<file path="config.mk">
export PLATFORM = sky130hd
export DESIGN_NAME = flash_cmd_responder
export DESIGN_NICKNAME = d
export VERILOG_FILES = /design/src/rtl/flash_resp_pkg.sv /design/src/rtl/spi_pin_sync.sv /design/src/rtl/cmd_shifter.sv /design/src/rtl/erase_timer.sv /design/src/rtl/flash_cmd_responder.sv
export SDC_FILE = /design/constraint.sdc
export NUM_CORES = 1
export LEC_CHECK = 0
export BUFFER_PORTS_ARGS = -buffer_cell sky130_fd_sc_hd__buf_2
export CAP_MARGIN = 40
export CORE_ASPECT_RATIO = 0.75
export CORE_UTILIZATION = 54
export DETAILED_ROUTE_END_ITERATION = 8
export GPL_TIMING_DRIVEN = 0
export PLACE_DENSITY = 0.74
export SYNTH_ARGS = -nofsm -noshare
export SYNTH_HDL_FRONTEND = slang
export SYNTH_SLANG_ARGS = --single-unit
</file>
<file path="constraint.sdc">
create_clock -name clk -period 2.1 [get_ports clk]
set_clock_uncertainty 0.2 [all_clocks]
set_input_delay 0.525 -clock clk [delete_from_list [all_inputs] [get_ports clk]]
set_output_delay 0.525 -clock clk [all_outputs]
set_load 0.02 [all_outputs]
</file>
<file path="src/rtl/flash_resp_pkg.sv">
package flash_resp_pkg;

    typedef enum logic [2:0] {
        ST_IDLE,
        ST_CMD,
        ST_STATUS,
        ST_ARM_WEL,
        ST_ARM_ERASE,
        ST_DISCARD
    } resp_state_t;

    localparam logic [7:0] OP_WREN    = 8'h06;
    localparam logic [7:0] OP_RDSR    = 8'h05;
    localparam logic [7:0] OP_ERASE_A = 8'h60;
    localparam logic [7:0] OP_ERASE_B = 8'hC7;

endpackage

</file>
<file path="src/rtl/spi_pin_sync.sv">
module spi_pin_sync #(
    parameter int SYNC_STAGES = 2
) (
    input  logic clk,
    input  logic rst_n,
    input  logic sck_in,
    input  logic cs_n_in,
    input  logic si_in,
    output logic sck_rise,
    output logic sck_fall,
    output logic cs_high,
    output logic cs_rise,
    output logic si_s
);
    localparam int PW = 3;

    logic [SYNC_STAGES-1:0][PW-1:0] chain_q;
    logic [PW-1:0] tail;
    logic          sck_prev_q;
    logic          cs_prev_q;

    assign tail = chain_q[SYNC_STAGES-1];

    always_ff @(posedge clk or negedge rst_n) begin
        if (!rst_n) begin
            chain_q    <= {SYNC_STAGES{3'b100}};
            sck_prev_q <= 1'b0;
            cs_prev_q  <= 1'b1;
        end else begin
            chain_q    <= {chain_q[SYNC_STAGES-2:0], {cs_n_in, sck_in, si_in}};
            sck_prev_q <= tail[1];
            cs_prev_q  <= tail[2];
        end
    end

    assign cs_high  = tail[2];
    assign cs_rise  = tail[2] & ~cs_prev_q;
    assign sck_rise = tail[1] & ~sck_prev_q;
    assign sck_fall = ~tail[1] & sck_prev_q;
    assign si_s     = tail[0];

endmodule

</file>
<file path="src/rtl/cmd_shifter.sv">
module cmd_shifter #(
    parameter int CMD_BITS = 8
) (
    input  logic                clk,
    input  logic                rst_n,
    input  logic                clear,
    input  logic                shift_en,
    input  logic                din,
    output logic [CMD_BITS-1:0] data,
    output logic                byte_done
);
    localparam int CNT_W = $clog2(CMD_BITS + 1);
    localparam logic [CNT_W-1:0] LAST = CNT_W'(CMD_BITS - 1);

    logic [CNT_W-1:0] cnt_q;

    always_ff @(posedge clk or negedge rst_n) begin
        if (!rst_n) begin
            cnt_q     <= '0;
            data      <= '0;
            byte_done <= 1'b0;
        end else if (clear) begin
            cnt_q     <= '0;
            byte_done <= 1'b0;
        end else begin
            byte_done <= shift_en && (cnt_q == LAST);
            if (shift_en) begin
                data  <= {data[CMD_BITS-2:0], din};
                cnt_q <= (cnt_q == LAST) ? '0 : cnt_q + 1'b1;
            end
        end
    end

endmodule

</file>
<file path="src/rtl/erase_timer.sv">
module erase_timer #(
    parameter int ERASE_CYCLES = 100000
) (
    input  logic clk,
    input  logic rst_n,
    input  logic start,
    output logic busy,
    output logic done
);
    localparam int CW = $clog2(ERASE_CYCLES + 1);

    logic [CW-1:0] cnt_q;

    always_ff @(posedge clk or negedge rst_n) begin
        if (!rst_n) begin
            cnt_q <= '0;
            busy  <= 1'b0;
            done  <= 1'b0;
        end else begin
            done <= 1'b0;
            if (busy) begin
                if (cnt_q == '0) begin
                    busy <= 1'b0;
                    done <= 1'b1;
                end else begin
                    cnt_q <= cnt_q - 1'b1;
                end
            end else if (start) begin
                busy  <= 1'b1;
                cnt_q <= CW'(ERASE_CYCLES - 1);
            end
        end
    end

    AST_DONE_AFTER_BUSY: assert property (@(posedge clk) disable iff (!rst_n)
        done |-> (!busy && $past(busy)));
    AST_NO_START_WHILE_BUSY: assert property (@(posedge clk) disable iff (!rst_n)
        start |-> !busy);

endmodule

</file>
<file path="src/rtl/flash_cmd_responder.sv">
module flash_cmd_responder
    import flash_resp_pkg::*;
#(
    parameter int SYNC_STAGES  = 2,
    parameter int ERASE_CYCLES = 100000
) (
    input  logic       clk,
    input  logic       rst_n,
    input  logic       spi_sck,
    input  logic       spi_cs_n,
    input  logic       spi_si,
    output logic       spi_so,
    output logic       spi_so_en,
    input  logic [1:0] blk_protect,
    output logic       erase_done
);
    localparam int CMD_BITS = 8;
    localparam int IDX_W    = $clog2(CMD_BITS);

    logic                sck_rise, sck_fall, cs_high, cs_rise, si_s;
    logic [CMD_BITS-1:0] opcode;
    logic                byte_done;
    logic                erase_busy;
    logic                wel_q;
    logic                wel_set, erase_go, erase_reject;
    logic [CMD_BITS-1:0] status;
    logic [IDX_W-1:0]    bit_idx_q;
    logic                so_bit_q;
    resp_state_t         state_q, state_d;

    spi_pin_sync #(.SYNC_STAGES(SYNC_STAGES)) u_sync (
        .clk(clk), .rst_n(rst_n),
        .sck_in(spi_sck), .cs_n_in(spi_cs_n), .si_in(spi_si),
        .sck_rise(sck_rise), .sck_fall(sck_fall),
        .cs_high(cs_high), .cs_rise(cs_rise), .si_s(si_s)
    );

    cmd_shifter #(.CMD_BITS(CMD_BITS)) u_shift (
        .clk(clk), .rst_n(rst_n),
        .clear(cs_high), .shift_en(sck_rise), .din(si_s),
        .data(opcode), .byte_done(byte_done)
    );

    erase_timer #(.ERASE_CYCLES(ERASE_CYCLES)) u_timer (
        .clk(clk), .rst_n(rst_n),
        .start(erase_go), .busy(erase_busy), .done(erase_done)
    );

    assign status = {4'b0000, blk_protect, wel_q, erase_busy};

    // state register
    always_ff @(posedge clk or negedge rst_n) begin
        if (!rst_n) state_q <= ST_IDLE;
        else        state_q <= state_d;
    end

    // next state and command strobes
    always_comb begin
        state_d      = state_q;
        wel_set      = 1'b0;
        erase_go     = 1'b0;
        erase_reject = 1'b0;
        unique case (state_q)
            ST_IDLE: begin
                if (!cs_high) state_d = ST_CMD;
            end
            ST_CMD: begin
                if (cs_rise) begin
                    state_d = ST_IDLE;
                end else if (byte_done) begin
                    if (opcode == OP_RDSR)                              state_d = ST_STATUS;
                    else if (erase_busy)                                state_d = ST_DISCARD;
                    else if (opcode == OP_WREN)                         state_d = ST_ARM_WEL;
                    else if (opcode == OP_ERASE_A || opcode == OP_ERASE_B) state_d = ST_ARM_ERASE;
                    else                                                state_d = ST_DISCARD;
                end
            end
            ST_STATUS: begin
                if (cs_rise) state_d = ST_IDLE;
            end
            ST_ARM_WEL: begin
                if (cs_rise) begin
                    state_d = ST_IDLE;
                    wel_set = 1'b1;
                end else if (sck_rise) begin
                    state_d = ST_DISCARD;
                end
            end
            ST_ARM_ERASE: begin
                if (cs_rise) begin
                    state_d = ST_IDLE;
                    if (wel_q && blk_protect == 2'b00 && !erase_busy) erase_go = 1'b1;
                    else                                             erase_reject = 1'b1;
                end else if (sck_rise) begin
                    state_d = ST_DISCARD;
                end
            end
            ST_DISCARD: begin
                if (cs_rise) state_d = ST_IDLE;
            end
            default: state_d = ST_IDLE;
        endcase
    end

    // write-enable latch
    always_ff @(posedge clk or negedge rst_n) begin
        if (!rst_n)                         wel_q <= 1'b0;
        else if (erase_done || erase_reject) wel_q <= 1'b0;
        else if (wel_set)                   wel_q <= 1'b1;
    end

    // outputs: status serializer
    always_ff @(posedge clk or negedge rst_n) begin
        if (!rst_n) begin
            bit_idx_q <= IDX_W'(CMD_BITS - 1);
            so_bit_q  <= 1'b0;
        end else if (state_q != ST_STATUS) begin
            bit_idx_q <= IDX_W'(CMD_BITS - 1);
            so_bit_q  <= 1'b0;
        end else if (sck_fall) begin
            so_bit_q  <= status[bit_idx_q];
            bit_idx_q <= bit_idx_q - 1'b1;
        end
    end

    assign spi_so    = so_bit_q;
    assign spi_so_en = (state_q == ST_STATUS);

    AST_SO_RELEASE: assert property (@(posedge clk) disable iff (!rst_n)
        (spi_so_en && cs_high) |=> !spi_so_en);
    AST_ERASE_NEEDS_WEL: assert property (@(posedge clk) disable iff (!rst_n)
        $rose(erase_busy) |-> ($past(wel_q) && $past(blk_protect) == 2'b00));
    AST_WEL_NOT_WHILE_BUSY: assert property (@(posedge clk) disable iff (!rst_n)
        $rose(wel_q) |-> !$past(erase_busy));
    AST_STREAM_ON_RDSR: assert property (@(posedge clk) disable iff (!rst_n)
        $rose(spi_so_en) |-> ($past(opcode) == OP_RDSR));

endmodule

</file>
* Word-level counts from Yosys, hierarchy flattened
Cells that the tools add are included.
** Word-level totals
- Register bits after elaboration :: 48
- Output and inout bits :: 3
- Word-level logic and storage cells :: 98
** Operators by class
- $add $sub $neg :: 3
- Order comparisons :: 1
- Equality and inequality tests :: 16
- Multiplexer cells :: 39
- Bitwise operators :: 7
- Reductions and logical operators :: 18
** Operators with widths (count)
- $mux W17 :: 3
- $mux W3 :: 11
- $mux W1 :: 20
- $logic_not A17 Y1 :: 1
- $sub A17 B1 Y17 const B :: 1
- $eq A8 B3 Y1 const B :: 2
- $mux W4 :: 3
- $pmux W3 S4 :: 1
- $eq A8 B7 Y1 const B :: 1
- $eq A8 B8 Y1 const B :: 1
- $reduce_bool A2 Y1 :: 4
- $eq A3 B2 Y1 const B :: 2
- $eq A3 B3 Y1 const B :: 2
- $ne A3 B2 Y1 const B :: 2
- $add A4 B1 Y4 const B :: 1
- $eq A4 B3 Y1 const B :: 1
- $lt A3 B4 Y1 const B :: 1
- $ne A2 B2 Y1 const B :: 2
- $not A1 Y1 :: 4
- $reduce_and A2 Y1 :: 2
- $reduce_and A4 Y1 :: 1
- $reduce_or A2 Y1 :: 2
- $and A1 B1 Y1 :: 3
- $bmux W1 S3 :: 1
- other kinds (9) :: 12

* Depth between registers and ports, before layout
- Depth in word-level cells :: 9
- Mapped depth :: 7
- Depth with buffers taken out :: 7

* By module
A second synthesis with hierarchy kept.
** Second synthesis, totals
- Cells, all modules :: 226
- Area, all modules :: 2477.4 um^2
** By module, submodules not included
- erase_timer :: instances 1, cells each 115, area an instance 1104.8 um^2
- cmd_shifter :: instances 1, cells each 39, area an instance 593.1 um^2
- flash_cmd_responder :: instances 1, cells each 61, area an instance 554.3 um^2
- spi_pin_sync :: instances 1, cells each 11, area an instance 225.2 um^2

* Worst setup path after synthesis
Ideal clock, no wire load.
- Kind :: reg-to-reg
- From :: register u_sync.chain_q, in the netlist u_sync.tail[2]
- To :: register state_q[0]
- Arrival time :: 1.626 ns
- Setup slack :: 0.152 ns
- Cell stages (with the launch flop) :: 7
- Path buffers :: 1
- Period minus slack after synthesis :: 1.948 ns
- Path through :: dfstp_2 > clkbuf_2 > nor2b_1 > a211oi_1 > a211oi_1 > a41o_1 > a21oi_1
** Between the ends
- Cells in the longest elaborated chain, start to end :: 3
** RTL lines
- start, declared :: line spi_pin_sync.sv:17 : logic [SYNC_STAGES-1:0][PW-1:0] chain_q;
- start signal, assigned :: line spi_pin_sync.sv:26 : chain_q <= {SYNC_STAGES{3'b100}};
- start signal, assigned :: line spi_pin_sync.sv:30 : chain_q <= {chain_q[SYNC_STAGES-2:0], {cs_n_in, sck_in, si_in}};
- $and A1 B1 Y1 :: line spi_pin_sync.sv:37 : assign cs_rise = tail[2] & ~cs_prev_q;
- $ne A3 B2 Y1 (no source line) (tied with other cells)
- $reduce_and A4 Y1 (no source line) or $pmux W3 S4 (tied branches)
- end signal, assigned :: line flash_cmd_responder.sv:54 : else state_q <= state_d;
- end, declared :: line flash_cmd_responder.sv:29 : resp_state_t state_q, state_d;
Parallel ways exist; a longest one is shown, timed or not.
A chain may end at the register's enable or synchronous reset.

* Worst setup path after layout
- From :: register u_timer.cnt_q[5]
- To :: register u_timer.cnt_q[16]
** Between the ends
- Cells in the longest elaborated chain, start to end :: 3
** RTL lines
- start, declared :: line erase_timer.sv:12 : logic [CW-1:0] cnt_q;
- start signal, assigned :: line erase_timer.sv:26 : cnt_q <= cnt_q - 1'b1;
- start signal, assigned :: line erase_timer.sv:30 : cnt_q <= CW'(ERASE_CYCLES - 1);
- $sub A17 B1 Y17 or $logic_not A17 Y1 (tied branches) :: line erase_timer.sv:26, erase_timer.sv:22
- $mux W17 or $ne A2 B2 Y1 (tied branches)
- $mux W17 or $reduce_and A2 Y1 (tied branches)
Parallel ways exist; a longest one is shown, timed or not. The select of a mux whose other input is x is not followed.

==> results by group <==
Timing
  • Worst slew pin tran: around 700 ps
  • Max frequency: 484.9 MHz
  • Slew Limit Fails: 0
  • RSZ-0062 raised after global routing: yes
  • Slew HR: a little over half
  • Final min period: ~2100 ps
  • Fin crit share: 98.20%
  • Final setup fails: 0
  • Final hold violation count: 0
  • Hold_ws: approximately 120 ps
  • Setup WS post-layout: 37.83 ps

Finish
  • Share of cells above drive strength 1: 22.32%
  • Final nets: approximately 240
  • Ant diodes: 0
  • Final Cell Area: 0.002625 mm2
  • Non-filler cells, final: about 290
  • Area of the multi-input gates: roughly 0.0011 mm2
  • Layout area overhead: 14.21%
  • Layout fillers: 350
  • Storage cell area: roughly 0.0012 mm2

Critical path
  • Worst Setup Start Kind: flop
  • Worst R2R Setup Slack: 40 ps
  • Crit end category: flop
  • Arrival @ worst endpoint: 2090 ps
  • R2r worst-path depth: 5
  • Crit Path Class: reg -> reg
  • Critical path fanouts, max: 4
  • Required @ worst endpoint: between 2000 and 2500 ps

Floorplan
  • CORE AREA: roughly 0.0041 mm2
  • Num ports: 10
  • Starting Density: a little under three fifths
  • DIE AREA: roughly 0.0045 mm2
  • Die Wd: 77.34 um
  • Chip height: ~60 um
  • Rows: 20

Synth
  • Synth Area in XOR/XNOR: between 3 and 4%
  • Yosys warns: 0
  • Largest family of logic cells by synthesized area: simple AND/OR/NAND/NOR gates
  • Ys async rst share: 100.0%
  • Compound-cell area share of the yosys netlist: a little over a tenth
  • Post-synth top area share: 45.73%
  • Post-synthesis simple-gate area fraction: approximately 22%
  • Share of the yosys chip area belonging to registers: 52.59%
  • Top_reg_cell synth: dfrtp_1
  • Synth cell types: 48
  • Yosys top cell by area: dfrtp_1
  • Post-synth EDFFs: 0
  • Adder-cell share of the synthesized area: approximately 2.2%
  • Yosys reg bits: between 40 and 50
  • Mapped Area: ~0.0023 mm2
  • Synth top area cells: dfrtp_1, dfstp_2, mux2_2
  • Avg Cell Area, Syn: between 10 and 15 um2
  • Multiplexer share of the synthesized area: 7.077%
  • Gate Count Post-Synth: about 210
  • Post-Syn Nets: 225

Placed design
  • DP Wirelength: 2990 um
  • Post-place setup slack: -106.0 ps
  • Gpl congestion: 0.8887
  • DP Area: ~0.0024 mm2
  • Dpl cells: 279
  • Port Buffer Count: 9

Clock tree
  • CTS tree: yes
  • Reg clk slew, reported paths: approximately 100 ps
  • Clock Tree Root: clkbuf_8
  • CTS Buffer Depth: 2
  • Clk_lat worst skew: between 300 and 400 ps
  • H-tree Lvls: 2
  • CTS buffer count: 5
  • Clk sinks: 48

Power
  • Leak Pwr: 0.001011 uW
  • PD cells: about 800 mW/mm2
  • VDD IR max: between 400 and 500 uV

Route
  • Total number of vias: 1,657
  • Drt via density: 5.753
  • Routed length per placed instance: approximately 15 um
  • DR iter-0 viols: 78
  • Antenna violation net count after detailed routing: 0
  • Drt pass-1 iters: 4
  • DRC: 0
  • Drt total wl: ~4200 um

Global route
  • Antenna violations before repair: 0
  • First-pass GRT wire length: a little over 7000 um
  • Largest net degree at the start of global routing: 31
  • Final global-route overflow total: 0
  • Vias in the first global route: between 1,500 and 2,000
  • Total global-route track usage: 20.38%

Min path
  • HP Class: in -> reg
  • Hold Crit Depth: 1

Flow run
  • Max_cap viols: 0

Status
  • Outcome: complete, no violations
[cell usage in the layout (no fill, tap or decap), types with 3 or more instances in the layout]
master	instances
nor2_1	16
a31oi_1	3
dfstp_2	6
o211ai_1	3
a21oi_1	8
inv_1	8
ha_1	4
dfrtp_1	40
o31ai_1	6
nor3_1	6
nand2_1	17
buf_2	11
or3_1	3
mux2i_1	5
nor4_1	3
nor2b_1	3
nor4_2	3
o21ai_0	3
xor2_1	3
clkbuf_8	5
mux2_2	8
and2_1	3
xnor2_1	5
nand2b_1	10
nand3_1	10
[synthesized netlist by cell type (2+ instances only)]
library cell  number
dfrtp_1           42
nand2_1           17
nor2_1            17
nand2b_1          10
nand3_1           10
a21oi_1            8
inv_1              8
mux2_2             8
dfstp_2            6
nor3_1             6
nor4_1             6
o31ai_1            6
mux2i_1            5
xnor2_1            5
ha_1               4
nor2b_1            4
o21ai_0            4
a211oi_1           3
a31oi_1            3
and2_1             3
o211ai_1           3
or3_1              3
xor2_1             3
buf_2              2
clkbuf_1           2
nand4_1            2
nor4b_1            2
or4_1              2
[final timing paths]
path / startpoint / to
worst max-delay path: u_timer.cnt_q[5] / u_timer.cnt_q[16]
worst min-delay path: spi_cs_n / u_sync.chain_q[2]
worst max register to register: u_timer.cnt_q[5] / u_timer.cnt_q[16]
worst min register to register: u_sync.chain_q[0] / u_sync.tail[0]
max in group asynchronous: rst_n / u_sync.tail[2]
min in group asynchronous: rst_n / u_timer.cnt_q[10]
[sequential cells by signal, indices dropped and copies added (netlist names)]
| signal | count |
|---|---|
| u_timer.cnt_q | 17 |
| u_shift.data | 8 |
| u_shift.cnt_q | 4 |
| bit_idx_q | 3 |
| state_q | 3 |
| u_sync.chain_q | 3 |
| u_sync.tail | 3 |
| spi_so | 1 |
| u_shift.byte_done | 1 |
| u_sync.cs_prev_q | 1 |
| u_sync.sck_prev_q | 1 |
| u_timer.busy | 1 |
| u_timer.done | 1 |
| wel_q | 1 |
[layer usage]
metal / up-vias / global-route usage [%] / routed length, um
met1: 810 / 29.04 / 2170
met2: 26 / 30.97 / 1828
met3: 7 / 4.341 / 119
li1: 814 / - / -
met4: 0 / 7.817 / 59
met5: - / 0 / 0
[power by group]
part | switching, uW | internal [uW]
clock | 309 | 352
sequential | 112 | 1020
combinational | 124 | 150
total | 546 | 1520
[critical path, cell delays in order, from the launching register on]
cell and delay (ps):
dfrtp_1 440, or4_4 590, nor2_4 140, nand3_1 100, or4_1 420, nand3_1 100
[stage by stage]
stage                     TNS, ps  total power [uW]  utilization [%]
after global routing       -88.99              2164            64.75
after detailed placement   -149.0              1406            60.00
after CTS                       0              2074            63.33
final                           0              2064            64.75
after floorplan                 0              1314                -
after global placement     -135.0              1389            59.51
[timing repair]
item,in CTS,in global routing
endpoints found under the setup margin,3,8
cloned,0,0
pin swaps,0,1
gates resized for setup,5,10
hold buffers,1,0
endpoints found under the hold margin,17,0
buffers inserted,0,1
[kinds of logic after synthesis]
group                    count (synthesis)
AND/OR/NAND/NOR                         92
flip-flops                              48
AO/OA/AOI/OAI                           35
multiplexers                            14
buffers and inverters                   13
XOR/XNOR                                 8
adder cells (fa/ha/maj)                  4
[area by class of cell]
cell class                 instances  area share (%)
sequential                        48           46.14
multi-input combinational        153           41.99
timing repair buffer              12           3.146
clock buffer                       5           2.622
tap                               55           2.622
clock inverter                     3           1.621
inverter                           8           1.144
buffer                             4          0.7150
Power figures use the tool's default switching activity.
